### src/rtl/mdio_pkg.sv
// Shared constants for the management frame engine: frame geometry,
// command field positions and the read operation code.
package mdio_pkg;
    localparam int PRE_BITS   = 32;
    localparam int CMD_BITS   = 32;
    localparam int FRAME_BITS = PRE_BITS + CMD_BITS;
    localparam int DATA_W     = 16;
    localparam int OP_HI      = 29;
    localparam int OP_LO      = 28;
    localparam logic [1:0] OP_READ = 2'b10;
    // Bit 17 of the command is the first turnaround bit.
    localparam int TA_FIRST   = PRE_BITS + (CMD_BITS - 1 - 17);
    localparam int DATA_FIRST = FRAME_BITS - DATA_W;
endpackage

### src/rtl/mdio_clkgen.sv
// Management clock generator.
// Divides clk by (BASE_DIV << sel_q). sel_q is captured on launch.
// Emits one-cycle strobes in the cycle after each rising or falling edge.
// Assumes BASE_DIV is even and at least 4. Clock held low when run is low.
module mdio_clkgen #(
    parameter int BASE_DIV = 8,
    parameter int SEL_W    = 2
) (
    input  logic             clk,
    input  logic             rst_n,
    input  logic             run,
    input  logic             launch,
    input  logic [SEL_W-1:0] sel,
    output logic             mdc,
    output logic             rise_p,
    output logic             fall_p
);
    localparam int HALF_BASE = BASE_DIV / 2;
    localparam int MAX_HALF  = HALF_BASE << ((1 << SEL_W) - 1);
    localparam int CNT_W     = $clog2(MAX_HALF + 1);

    logic [SEL_W-1:0] sel_q;
    logic [CNT_W-1:0] cnt;
    logic [CNT_W-1:0] half;

    assign half = CNT_W'(HALF_BASE) << sel_q;

    // Capture the divide select when a frame is launched.
    always_ff @(posedge clk) begin
        if (!rst_n)      sel_q <= '0;
        else if (launch) sel_q <= sel;
    end

    // Half-period counter, clock toggle and edge strobes.
    always_ff @(posedge clk) begin
        if (!rst_n || !run) begin
            cnt    <= '0;
            mdc    <= 1'b0;
            rise_p <= 1'b0;
            fall_p <= 1'b0;
        end else begin
            rise_p <= 1'b0;
            fall_p <= 1'b0;
            if (cnt == half - 1'b1) begin
                cnt    <= '0;
                mdc    <= ~mdc;
                rise_p <= ~mdc;
                fall_p <= mdc;
            end else begin
                cnt <= cnt + 1'b1;
            end
        end
    end
endmodule

### src/rtl/mdio_frame.sv
// Frame sequencer and command register.
// Walks 64 bit times: 32 preamble ones, then the command MSB first.
// Advances on each falling-edge strobe, so data changes while mdc is low.
// On reads, releases the line from the turnaround onward and shifts
// sampled bits into the low half. Ignores writes while busy or disabled.
module mdio_frame
    import mdio_pkg::*;
(
    input  logic                clk,
    input  logic                rst_n,
    input  logic                en,
    input  logic                cmd_we,
    input  logic [CMD_BITS-1:0] cmd_wdata,
    input  logic                rise_p,
    input  logic                fall_p,
    input  logic                mdio_i,
    output logic [CMD_BITS-1:0] cmd_q,
    output logic                busy,
    output logic                launch,
    output logic                mdio_o,
    output logic                mdio_oe
);
    localparam int IDX_W = $clog2(FRAME_BITS);
    localparam int POS_W = $clog2(CMD_BITS);

    logic [IDX_W-1:0] idx;
    logic [IDX_W-1:0] rev;
    logic [POS_W-1:0] pos;
    logic             is_rd;

    assign launch = cmd_we & en & ~busy;
    assign rev    = IDX_W'(FRAME_BITS - 1) - idx;
    assign pos    = rev[POS_W-1:0];

    // Sequencer state, command capture and read-data shifting.
    always_ff @(posedge clk) begin
        if (!rst_n) begin
            cmd_q <= '0;
            busy  <= 1'b0;
            idx   <= '0;
            is_rd <= 1'b0;
        end else if (!en) begin
            busy <= 1'b0;
            idx  <= '0;
        end else if (launch) begin
            cmd_q <= cmd_wdata;
            busy  <= 1'b1;
            idx   <= '0;
            is_rd <= (cmd_wdata[OP_HI:OP_LO] == OP_READ);
        end else if (busy) begin
            if (fall_p) begin
                if (idx == IDX_W'(FRAME_BITS - 1)) begin
                    busy <= 1'b0;
                    idx  <= '0;
                end else begin
                    idx <= idx + 1'b1;
                end
            end
            if (rise_p && is_rd && idx >= IDX_W'(DATA_FIRST))
                cmd_q[DATA_W-1:0] <= {cmd_q[DATA_W-2:0], mdio_i};
        end
    end

    // Line drive: preamble ones, then command bits; released on read tail.
    always_comb begin
        if (!busy || idx < IDX_W'(PRE_BITS)) mdio_o = 1'b1;
        else                                 mdio_o = cmd_q[pos];
        mdio_oe = busy & ~(is_rd & (idx >= IDX_W'(TA_FIRST)));
    end
endmodule

### src/rtl/mdio_mgmt.sv
// Top of the management frame engine.
// Joins the clock generator and the frame sequencer.
// The divider runs only while a frame is in flight and the port is enabled.
module mdio_mgmt #(
    parameter int BASE_DIV = 8,
    parameter int SEL_W    = 2
) (
    input  logic             clk,
    input  logic             rst_n,
    input  logic             mgmt_en,
    input  logic [SEL_W-1:0] clk_sel,
    input  logic             cmd_we,
    input  logic [31:0]      cmd_wdata,
    output logic [31:0]      cmd_rdata,
    output logic             idle,
    output logic             mdc,
    output logic             mdio_o,
    output logic             mdio_oe,
    input  logic             mdio_i
);
    logic busy, launch, rise_p, fall_p;

    mdio_clkgen #(.BASE_DIV(BASE_DIV), .SEL_W(SEL_W)) u_clk (
        .clk    (clk),
        .rst_n  (rst_n),
        .run    (busy & mgmt_en),
        .launch (launch),
        .sel    (clk_sel),
        .mdc    (mdc),
        .rise_p (rise_p),
        .fall_p (fall_p)
    );

    mdio_frame u_frame (
        .clk       (clk),
        .rst_n     (rst_n),
        .en        (mgmt_en),
        .cmd_we    (cmd_we),
        .cmd_wdata (cmd_wdata),
        .rise_p    (rise_p),
        .fall_p    (fall_p),
        .mdio_i    (mdio_i),
        .cmd_q     (cmd_rdata),
        .busy      (busy),
        .launch    (launch),
        .mdio_o    (mdio_o),
        .mdio_oe   (mdio_oe)
    );

    assign idle = ~busy;
endmodule

### config.mk
export PLATFORM = sky130hd
export DESIGN_NAME = mdio_mgmt
export DESIGN_NICKNAME = d
export VERILOG_FILES = /design/src/rtl/mdio_pkg.sv /design/src/rtl/mdio_clkgen.sv /design/src/rtl/mdio_frame.sv /design/src/rtl/mdio_mgmt.sv
export SDC_FILE = /design/constraint.sdc
export NUM_CORES = 1
export LEC_CHECK = 0
export BUFFER_PORTS_ARGS = -buffer_cell sky130_fd_sc_hd__buf_2
export CORE_MARGIN = 2
export CORE_UTILIZATION = 40
export DETAILED_ROUTE_END_ITERATION = 16
export PLACE_DENSITY = 0.75
export SLEW_MARGIN = 20
export SYNTH_ARGS = -nofsm -noshare
export SYNTH_HDL_FRONTEND = slang
export SYNTH_SLANG_ARGS = --single-unit
### constraint.sdc
create_clock -name clk -period 2 [get_ports clk]
set_input_delay 0.1 -clock clk [delete_from_list [all_inputs] [get_ports clk]]
set_output_delay 0.1 -clock clk [all_outputs]
set_load 0.1 [all_outputs]
==> metrics.md <==
| Metric | Value |
|---|---|
| # diodes | 0 |
| RSZ-0062 raised after global routing | yes |
| Synth Warn # | 0 |
| R2R depth | 5 |
| Status | complete, but fails checks |
| IO Pins | 75 |
| Syn nets | 324 |
| Required time worst endpoint | 1.90 ns |
| DR DRC count | 0 |
| CP Max Fanout | 4 |
| Setup tns final | -0.138 ns |
| PwrDens | 713 mW/mm^2 |
| Seq/Total Area, Yosys | 0.417 |
| Vias in the first global route | 2155 |
| Iteration-0 DRC Markers | 128 |
| First drt pass iteration count | 5 |
| Via density per instance | 5.25 |
| Synth area leader | dfxtp_1 |
| H-tree levels | 2 |
| Row Count | 28 |
| R2R Setup Slk | 0.24 ns |
| Critical path capture point | mdio_o |
| Worst Setup SP | u_frame.idx[0]$_SDFFE_PP0P_ |
| Synth-to-Final Area Change | 31.3% |
| Hold Path Class | input port to register |
| CTS buffer count | 5 |
| GRT Total Usage | 0.185 |
| Minimum clock period | 2.14 ns |
| Sequential power share | 0.474 |
| Most frequent cells after synthesis | nand2_1, dfxtp_1, nand3_1, nor2_1, o21ai_0 |
| Most frequent cell after synthesis | nand2_1 |
| Layout Nets | 398 |
| CTS Root Cell | clkbuf_8 |
| Number of library cell types mapped by synthesis | 40 |
| Clock Latency Late Sink | 0.30 ns |
| Worst flop-to-flop path endpoint | u_frame.cmd_q[12]$_SDFFE_PN0P_ |
| Switching portion of total power | 0.327 |
| Max Cap Violations | 0 |
| Internal power | 1.54 mW |
| Worst hold slack | 0.0126 ns |
| #FFs+latches synth | 51 |
| Post-synth EDFFs | 0 |
| Synth Instances | 283 |
| Clk sink count | 51 |
| Period utilization | 1.07 |
| Least-Margin Pin Slew | 0.496 ns |
| Initial Util | 0.414 |
| Reg clk slew, reported paths | 0.09 ns |
| Share of flip-flops with an asynchronous set or reset | 0 |
| Register area | 0.00111 sq mm |
| Worst Hold Launch | cmd_wdata[30] |
| Hpwl dp | 4.38 mm |
| CP endpoint kind | primary output |
| Arrival @ worst endpoint | 2.04 ns |
| Die Y-Extent | 82.2 um |
| WHS Path Cells | 3 |
| Top-area cell type share of the netlist area | 0.417 |
| Primary FF master, synth | dfxtp_1 |
| Finish-stage setup viols | 1 |
| Largest net degree at the start of global routing | 33 |
| Setup ws final | -0.138 ns |
| Finished Layout Cells | 433 |
| Area contributors post-synth | dfxtp_1, nand2_1, o211a_1, mux4_2, nand3_1 |
| Cell Area, Synth | 0.00245 sq mm |
| Setup WS pre-CTS | 0.0239 ns |
| Final Slew Violations | 0 |
| Combinational Power Share | 0.219 |
| CTS tree | built |
| Fill cells | 580 |
| Core area | 0.00592 sq mm |
| Leak pwr | 1.43 nW |
| Syn_area_per_cell | 8.65 sq um |
| Via count | 2272 |
| Worst IR drop on VDD | 390 uV |
| Violated checks | negative setup slack |
| First-pass GRT wire length | 9.63 mm |
| DRT Wirelength | 6.06 mm |
| Multi-input gate area | 0.00140 sq mm |
| Post CTS Setup Buffer Count | 0 |
| ANT nets after route | 0 |
| Clock buffer depth | 2 |
| Routability cong. | 0.788 |
| Average wire per standard cell | 14.0 um |
| Setup crit start kind | register |
| Endpoints failing hold | 0 |
| Layout cells sized above 1 | 0.405 |
| Final Power | 2.29 mW |
| WS Path Type | register to primary output |
| F_max | 468 MHz |
| Die W | 82.2 um |
| Clock Skews | 0.00635 ns |
| Clock Power Share | 0.307 |
| DP Cell Count | 425 |
| Residual overflow from global routing | 0 |
| Die area | 0.00676 sq mm |
| Initial antenna violation count | 0 |
| Max_slew headroom | 0.672 |
| Psw | 0.749 mW |
| IO Port Bufs | 74 |
| FF-to-FF Start | u_frame.idx[4]$_SDFFE_PP0P_ |
[layout make-up]
class                           instances  area share
Tap cell                               75      0.0292
Clock inverter                          1     0.00934
Sequential cell                        51       0.344
Timing Repair Buffer                   87       0.153
Inverter                                4     0.00467
Multi-Input combinational cell        208       0.437
Clock buffer                            7      0.0237
[critical path: stages, from the launching register on]
cell	delay [ns]
dfxtp_4	0.37
buf_6	0.12
mux4_2	0.36
nor2b_4	0.05
nor4_4	0.20
o32ai_2	0.15
a221oi_4	0.27
buf_12	0.22
[cells by family (layout without fill, tap and decap cells)]
family,Yosys count,after routing,synth area share
muxes,11,11,0.0766
DFF,51,51,0.417
buffers and inverters,24,99,0.0399
and+or+nand+nor,123,123,0.227
AOI/OAI and AO/OA,63,63,0.197
adders and majority gates,2,2,0.0102
xor gates and xnor gates,9,9,0.0322
[worst min-delay path by stage]
stage                                           to  slack, ns
floorplan           u_frame.cmd_q[24]$_SDFFE_PN0P_       0.22
global placement    u_frame.cmd_q[27]$_SDFFE_PN0P_       0.34
detailed placement  u_frame.cmd_q[30]$_SDFFE_PN0P_       0.34
CTS                 u_frame.cmd_q[30]$_SDFFE_PN0P_      0.006
global route        u_frame.cmd_q[30]$_SDFFE_PN0P_     0.0004
finish              u_frame.cmd_q[30]$_SDFFE_PN0P_       0.01
[sequential cells by signal (all words and copies together) (netlist names)]
name / flops
u_clk.cnt: 6
u_clk.fall_p: 1
u_clk.mdc: 1
u_clk.rise_p: 1
u_clk.sel_q: 2
u_frame.busy: 1
u_frame.cmd_q: 32
u_frame.idx: 6
u_frame.is_rd: 1
[per-stage QoR]
| stage | utilization | area [sq um] |
|---|---|---|
| global placement | 0.515 | 3050 |
| detailed placement | 0.515 | 3050 |
| finish | 0.543 | 3220 |
| floorplan | - | 2560 |
| global route | 0.543 | 3220 |
| CTS | 0.542 | 3210 |
[power by group through the flow]
stage / Combinational, mW / Clock, mW / Sequential, mW
after global routing: 0.530 / 0.772 / 1.09
after CTS: 0.505 / 0.722 / 1.09
after detailed placement: 0.501 / 0 / 1.11
after global placement: 0.496 / 0 / 1.11
final: 0.502 / 0.704 / 1.09
after floorplan: 0.136 / 0 / 1.37
[routing by layer]
metal / wire length (um) / part of all wire / vias up / GRT usage
met3: 264 / 0.044 / 11 / 0.0446
met4: 119 / 0.020 / 0 / 0.0783
met2: 2920 / 0.48 / 48 / 0.307
li1: - / - / 1145 / -
met1: 2760 / 0.46 / 1068 / 0.227
met5: 0 / 0 / - / 0
[timing repair]
action | in CTS | in global routing
setup endpoints to repair | 1 | 1
pin swaps | 2 | 1
gates resized for setup | 13 | 2
hold buffers | 0 | 0
[placed cells by master, fill, tap and decap left out, types with 2 or more instances in the layout]
| cell | n |
|---|---|
| mux4_2 | 6 |
| nor2_1 | 17 |
| buf_2 | 73 |
| dfxtp_1 | 17 |
| mux2_1 | 2 |
| o21ai_0 | 17 |
| xnor2_1 | 5 |
| o211a_1 | 16 |
| nor2b_1 | 5 |
| a21boi_0 | 8 |
| clkbuf_1 | 2 |
| mux2i_1 | 3 |
| buf_4 | 11 |
| buf_6 | 2 |
| or3_1 | 2 |
| dfxtp_2 | 17 |
| a21boi_1 | 12 |
| dfxtp_4 | 17 |
| nand2_1 | 60 |
| ha_1 | 2 |
| xor2_1 | 4 |
| inv_1 | 4 |
| nand3_1 | 25 |
| clkbuf_8 | 5 |
Note: power is estimated with default switching activity, not from simulation.
